**src/rtl/rxg_pkg.sv**
```systemverilog
package rxg_pkg;
   localparam int unsigned RXG_WORD_W = 8;
   localparam logic [7:0]  RXG_FLAG   = 8'b0111_1110;

   function automatic int unsigned rxg_cnt_w(input int unsigned n);
      return (n <= 2) ? 1 : $clog2(n);
   endfunction
endpackage

```
**src/rtl/rxg_flag_det.sv**
```systemverilog
module rxg_flag_det #(
   parameter int unsigned       W       = 8,
   parameter logic [W-1:0]      PATTERN = '0
) (
   input  logic clk,
   input  logic rst_n,
   input  logic bit_in,
   input  logic bit_vld,
   output logic hit
);
   import rxg_pkg::*;
   localparam int unsigned FW = rxg_cnt_w(W);
   localparam logic [FW-1:0] FULL = FW'(W - 1);

   logic [W-2:0]  hist_q;
   logic [FW-1:0] fill_q;
   logic          full;

   assign full = (fill_q == FULL);
   assign hit  = bit_vld && full && ({hist_q, bit_in} == PATTERN);

   always_ff @(posedge clk) begin
      if (!rst_n) begin
         hist_q <= '0;
         fill_q <= '0;
      end else if (bit_vld) begin
         hist_q <= {hist_q[W-3:0], bit_in};
         if (!full) fill_q <= fill_q + 1'b1;
      end
   end
endmodule

```
**src/rtl/rxg_deser.sv**
```systemverilog
module rxg_deser #(
   parameter int unsigned W         = 8,
   parameter bit          MSB_FIRST = 1'b1
) (
   input  logic         clk,
   input  logic         rst_n,
   input  logic         en,
   input  logic         bit_in,
   input  logic         bit_vld,
   output logic         wr,
   output logic [W-1:0] data
);
   import rxg_pkg::*;
   localparam int unsigned CW = rxg_cnt_w(W);
   localparam logic [CW-1:0] LAST = CW'(W - 1);

   logic [W-1:0]  acc_q;
   logic [W-1:0]  acc_nx;
   logic [CW-1:0] cnt_q;

   generate
      if (MSB_FIRST) begin : g_msb
         assign acc_nx = {acc_q[W-2:0], bit_in};
      end else begin : g_lsb
         assign acc_nx = {bit_in, acc_q[W-1:1]};
      end
   endgenerate

   always_ff @(posedge clk) begin
      if (!rst_n) begin
         acc_q <= '0;
         cnt_q <= '0;
         wr    <= 1'b0;
         data  <= '0;
      end else begin
         wr <= 1'b0;
         if (!en) begin
            cnt_q <= '0;
         end else if (bit_vld) begin
            acc_q <= acc_nx;
            if (cnt_q == LAST) begin
               cnt_q <= '0;
               wr    <= 1'b1;
               data  <= acc_nx;
            end else begin
               cnt_q <= cnt_q + 1'b1;
            end
         end
      end
   end
endmodule

```
**src/rtl/rx_flag_gate.sv**
```systemverilog
module rx_flag_gate #(
   parameter int unsigned          WORD_W    = rxg_pkg::RXG_WORD_W,
   parameter logic [WORD_W-1:0]    FLAG      = rxg_pkg::RXG_FLAG,
   parameter bit                   MSB_FIRST = 1'b1
) (
   input  logic              clk,
   input  logic              rst_n,
   input  logic              bit_in,
   input  logic              bit_vld,
   output logic              synced,
   output logic              byte_wr,
   output logic [WORD_W-1:0] byte_data,
   output logic              mark_idle
);
   generate
      if (WORD_W < 3) begin : g_bad_width
         $error("rx_flag_gate: WORD_W must be at least 3");
      end
   endgenerate

   logic flag_hit;
   logic synced_q;

   rxg_flag_det #(.W(WORD_W), .PATTERN(FLAG)) i_det (
      .clk(clk), .rst_n(rst_n), .bit_in(bit_in), .bit_vld(bit_vld), .hit(flag_hit)
   );

   always_ff @(posedge clk) begin
      if (!rst_n)        synced_q <= 1'b0;
      else if (flag_hit) synced_q <= 1'b1;
   end

   rxg_deser #(.W(WORD_W), .MSB_FIRST(MSB_FIRST)) i_deser (
      .clk(clk), .rst_n(rst_n), .en(synced_q), .bit_in(bit_in), .bit_vld(bit_vld),
      .wr(byte_wr), .data(byte_data)
   );

   assign synced    = synced_q;
   assign mark_idle = ~synced_q;
endmodule

```
**config.mk**
```make
export PLATFORM = sky130hd
export DESIGN_NAME = rx_flag_gate
export DESIGN_NICKNAME = d
export VERILOG_FILES = /design/src/rtl/rxg_pkg.sv /design/src/rtl/rxg_flag_det.sv /design/src/rtl/rxg_deser.sv /design/src/rtl/rx_flag_gate.sv
export SDC_FILE = /design/constraint.sdc
export NUM_CORES = 1
export LEC_CHECK = 0
export BUFFER_PORTS_ARGS = -buffer_cell sky130_fd_sc_hd__buf_2
export CORE_AREA = 2 2 46 48
export CTS_BUF_LIST = sky130_fd_sc_hd__clkbuf_8
export CTS_CLUSTER_DIAMETER = 40
export DETAILED_ROUTE_END_ITERATION = 12
export DIE_AREA = 0 0 48 50
export PLACE_DENSITY = 0.91
export SLEW_MARGIN = 25
export SYNTH_ARGS = -nofsm -noshare
export SYNTH_HDL_FRONTEND = slang
export SYNTH_SLANG_ARGS = --single-unit
```
**constraint.sdc**
```tcl
create_clock -name clk -period 3.36 [get_ports clk]
set_clock_uncertainty 0.2 [all_clocks]
set_input_delay 0.168 -clock clk [delete_from_list [all_inputs] [get_ports clk]]
set_output_delay 0.168 -clock clk [all_outputs]
set_load 0.01 [all_outputs]
```
Yosys cells after proc, flatten, opt, wreduce, memory -nomap -nowiden:

Cells that the tools add are included.

* flip-flop bits (word level): 30

* bitwise logic cells: 2
* reduce and logical (&&, ||, !) cells: 7
* add/sub/neg operators: 2
* mux-type cells: 2
* equality and inequality tests: 3

Operators by type and width (number)
* == test 8 x 7 -> 1 bit, second input constant: 1
* adder 3 x 1 -> 3 bit, second input constant: 2
* == test 3 bit, second input constant: 2
* AND reduction 2 bit: 3
* AND reduction 3 bit: 2
* 2-to-1 mux 3 bit: 1
* logical AND 1 bit: 2
* NOT 1 bit: 2
* 2-to-1 mux 1 bit: 1

Depth between registers and ports, before layout:

* depth after elaboration: 3
* gate-level depth with buffers: 6

By module:

Synthesis repeated with hierarchy kept, for this count alone.

* cells, all modules: 125
* area, all modules: 1266.2 um2

Modules (own cells, without submodules)
* rxg_deser: instances 1, cells an instance 84, area each 803.3 um2, sequential area each 380.4 um2
* rxg_flag_det: instances 1, cells an instance 38, area each 431.7 um2, sequential area each 200.2 um2
* rx_flag_gate: instances 1, cells an instance 3, area each 31.3 um2, sequential area each 20.0 um2

Least setup slack after synthesis:

OpenSTA, ideal clock, no wires.

* path type: reg2reg
* from: reg i_det.fill_q[0]
* to: reg i_det.fill_q[1]
* data arrival time: 1148 ps
* data required time: 3032 ps
* stages on the path, launching flop included: 6
* period minus slack after synthesis: 1476 ps
* library setup time: 128 ps
* path slack: 1884 ps
* cells stage by stage: dfxtp_1 -> ha_1 -> ha_1 -> and2b_1 -> mux2i_1 -> nor2_1

* cells in the longest elaborated chain, start to end: 3
* elaborated cells on any way between the ends: 4

Ends and longest elaborated chain
* start: declaration: RTL line rxg_flag_det.sv:16 `logic [FW-1:0] fill_q;`
* start signal: assignment: RTL line rxg_flag_det.sv:28 `if (!full) fill_q <= fill_q + 1'b1;`
* parallel branches: the longest is 3 deep, another holds adder 3 x 1 -> 3 bit

Parallel ways; which one is timed is not known.
A chain may end at the register's enable or synchronous reset.

Final worst setup path:

* from: reg i_det.fill_q[0]
* to: reg i_det.fill_q[2]

Same word-level chain as after synthesis.

==> run_results.csv <==
group,metric,value,unit
cts,clock_path_buffers,2,
floorplan,die_area,2400,um^2
route,drcViolationCount,0,
finish,final_nets,148,
finish,final_common_cell,"dfxtp_1",
timing,period_share,48.1,%
finish,areaGrowthSynthToFinish,15.3,%
timing,final_hold_viol_count,0,
critical_path,r2r-end,"i_det.fill_q[2]",
route,vias,886,
critical_path,crit_start,"i_det.fill_q[0]",
floorplan,die_y,50,um
floorplan,ios,15,
grt,grt_pass1_wl,3.62,mm
critical_path,crit_arrival,1570,ps
synthesis,yosys_warnings,0,
critical_path,r2r_start,"i_det.fill_q[0]",
cts,clkLatencyLatePin,280,ps
critical_path,r2r_slack,1750,ps
critical_path,crit_top_cell,"ha_1",
critical_path,crit_cells,5,
grt,grt_use_total,22.3,%
critical_path,cp.buffers_inverters,0,
power_and_ir_drop,power_leakage,0.543,nW
timing,slew_headroom,55.2,%
critical_path,start_kind,"flip-flop",
synthesis,yosys.area.top_type,"dfxtp_1",
finish,fillers,155,
timing,tns,0,ps
route,wl_per_cell,13.5,um
route,postRouteAntennaNets,0,
floorplan,initial_core_util,60.1,%
route,drtIter0Drc,16,
placed_design,dpl.hpwl,1.46,mm
synthesis,syn_avg_cell_area,9.21,um^2
route,first_pass_iters,4,
synthesis,synth_top_area_share,52.6,%
finish,drive_gt1_share,17.7,%
finish,final_cell_mix,"dfxtp_1, nand2_1, a21oi_1",
cts,cts_tree,"done",
critical_path,path_cells,"ha_1 -> ha_1 -> and2b_1 -> mux2i_1 -> nor2_1",
synthesis,syn_area,1140,um^2
critical_path,cp_max_fo,3,
grt,grt.overflow.total,0,
route,vias_per_cell,5.27,
critical_path,crit_family,"adder cells",
grt,grt_max_degree,28,
critical_path,timing_worst_setup_path_type,"reg -> reg",
timing,fmax,619,MHz
power_and_ir_drop,powerDensity,524,nW/um^2
cts,cts-resized-gates,0,
route,drt-total-wl,2.26,mm
synthesis,synth_nets,132,
timing,layout_setup_ws,1750,ps
hold_path,hp-class,"in -> reg",
critical_path,crit_path_end,"i_det.fill_q[2]",
timing,fin_crit,1610,ps
critical_path,slowest_stage,"dfxtp_1",
placed_design,place_ws,1760,ps
critical_path,cpPeakStageDelay,330,ps
placed_design,gp_congestion,0.756,
grt,antenna_found_initial,0,
synthesis,syn_inst,124,
cts,clock-sinks,30,
floorplan,die_w,48,um
timing,max_slew.worst_pin.slew,668,ps
cts,cts_made_buffers,5,
finish,final_area,1320,um^2
floorplan,core,1900,um^2
floorplan,core.rowCount,16,
job,drv_cap,0,
status,outcome,"complete, no violations",
grt,grt_pass1_vias,847,
cts,cts.clk_slew.worst_paths,60,ps
placed_design,postPlaceCellArea,1210,um^2
timing,slew_violations,0,
synthesis,ys_ff_latch,30,
critical_path,r2r_cells,5,
synthesis,synth_cell_types,20,
synthesis,synth_area_leaders,"dfxtp_1, mux2i_1, nand2_1, a21oi_1, nor2_1",
synthesis,seq_area_frac_synth,52.6,%
critical_path,cp.required,3310,ps
timing,rsz0062_at_grt,"false",
finish,n_antenna_cell,0,
critical_path,crit_path_end_kind,"flip-flop",
cts,cts-root-buf,"clkbuf_8",
cts,cts.htree.levels,2,
power_and_ir_drop,ir_drop,442,uV
timing,setup_viol,0,
placed_design,io_buffer_count,14,
==> area by class of cell <==
class / count / area, um^2 / area share (%)
multi-input combinational: 86 / 500 / 38.0
timing repair buffer: 15 / 80.1 / 6.08
tap: 27 / 33.8 / 2.56
sequential: 30 / 601 / 45.6
inverter: 2 / 7.51 / 0.570
clock inverter: 2 / 12.5 / 0.950
clock buffer: 6 / 82.6 / 6.27
==> per-stage QoR <==
stage	power (mW)	util [%]	hold slack, ps	instances
2_1_floorplan	0.390	-	104	124
3_3_place_gp	0.393	63.7	242	159
3_5_place_dp	0.395	63.7	250	159
4_1_cts	0.691	69.3	2.28	168
5_1_grt	0.711	69.3	26.4	168
6_report	0.690	69.3	2.03	168
==> cells in the mapped netlist (all sizes together) <==
cell type	count
ha	4
clkbuf	2
o41ai	1
mux2i	11
nand2	26
a21oi	16
nand3	8
nand4b	2
dfxtp	30
nand2b	1
xnor2	1
nor2	14
buf	4
and3	1
clkinv	1
and2b	1
inv	1
==> worst min-delay path: cells and delay by family <==
kind	cells	cell delay, ps
buffers and inverters	1	90
and+or+nand+nor	1	120
AOI/OAI and AO/OA	1	70
==> metal layers <==
| metal | routed length [um] | GRT usage (%) |
|---|---|---|
| met1 | 917 | 23.7 |
| met4 | 59 | 8.11 |
| met3 | 97 | 11.0 |
| met5 | 0 | 0 |
| met2 | 1190 | 36.4 |
==> sequential cells by signal (all words and copies together) (netlist names) <==
name           count
i_deser.wr         1
i_deser.data       8
synced             1
i_deser.cnt_q      3
i_det.fill_q       3
i_deser.acc_q      7
i_det.hist_q       7
==> cell families after synthesis <==
group / share of synthesized area [%]
mux: 9.64
flops: 52.6
fa+ha+maj: 4.38
xor+xnor: 0.767
simple gates: 20.6
compound gates: 8.43
buf+inv: 3.61
==> report_power, final <==
part	internal (mW)	switching (mW)
combinational	0.0101	0.0157
clock	0.164	0.138
sequential	0.360	0.00295
==> timing repair <==
action | CTS | global route
endpoints found under the hold margin | 1 | 0
hold buffers | 1 | 0
setup buffers | 0 | 0
==> how the worst min path moves through the flow <==
stage | startpoint | slack (ps) | to | cells past startpoint
finish | rst_n | 2 | synced | 3
global route | rst_n | 30 | synced | 3
CTS | rst_n | 2 | synced | 3
detailed placement | i_deser.acc_q[6] | 250 | i_deser.acc_q[6] | 2
global placement | i_deser.data[5] | 240 | i_deser.data[5] | 2
floorplan | bit_in | 100 | i_deser.data[0] | 2
(Power assumes the default switching activity.)
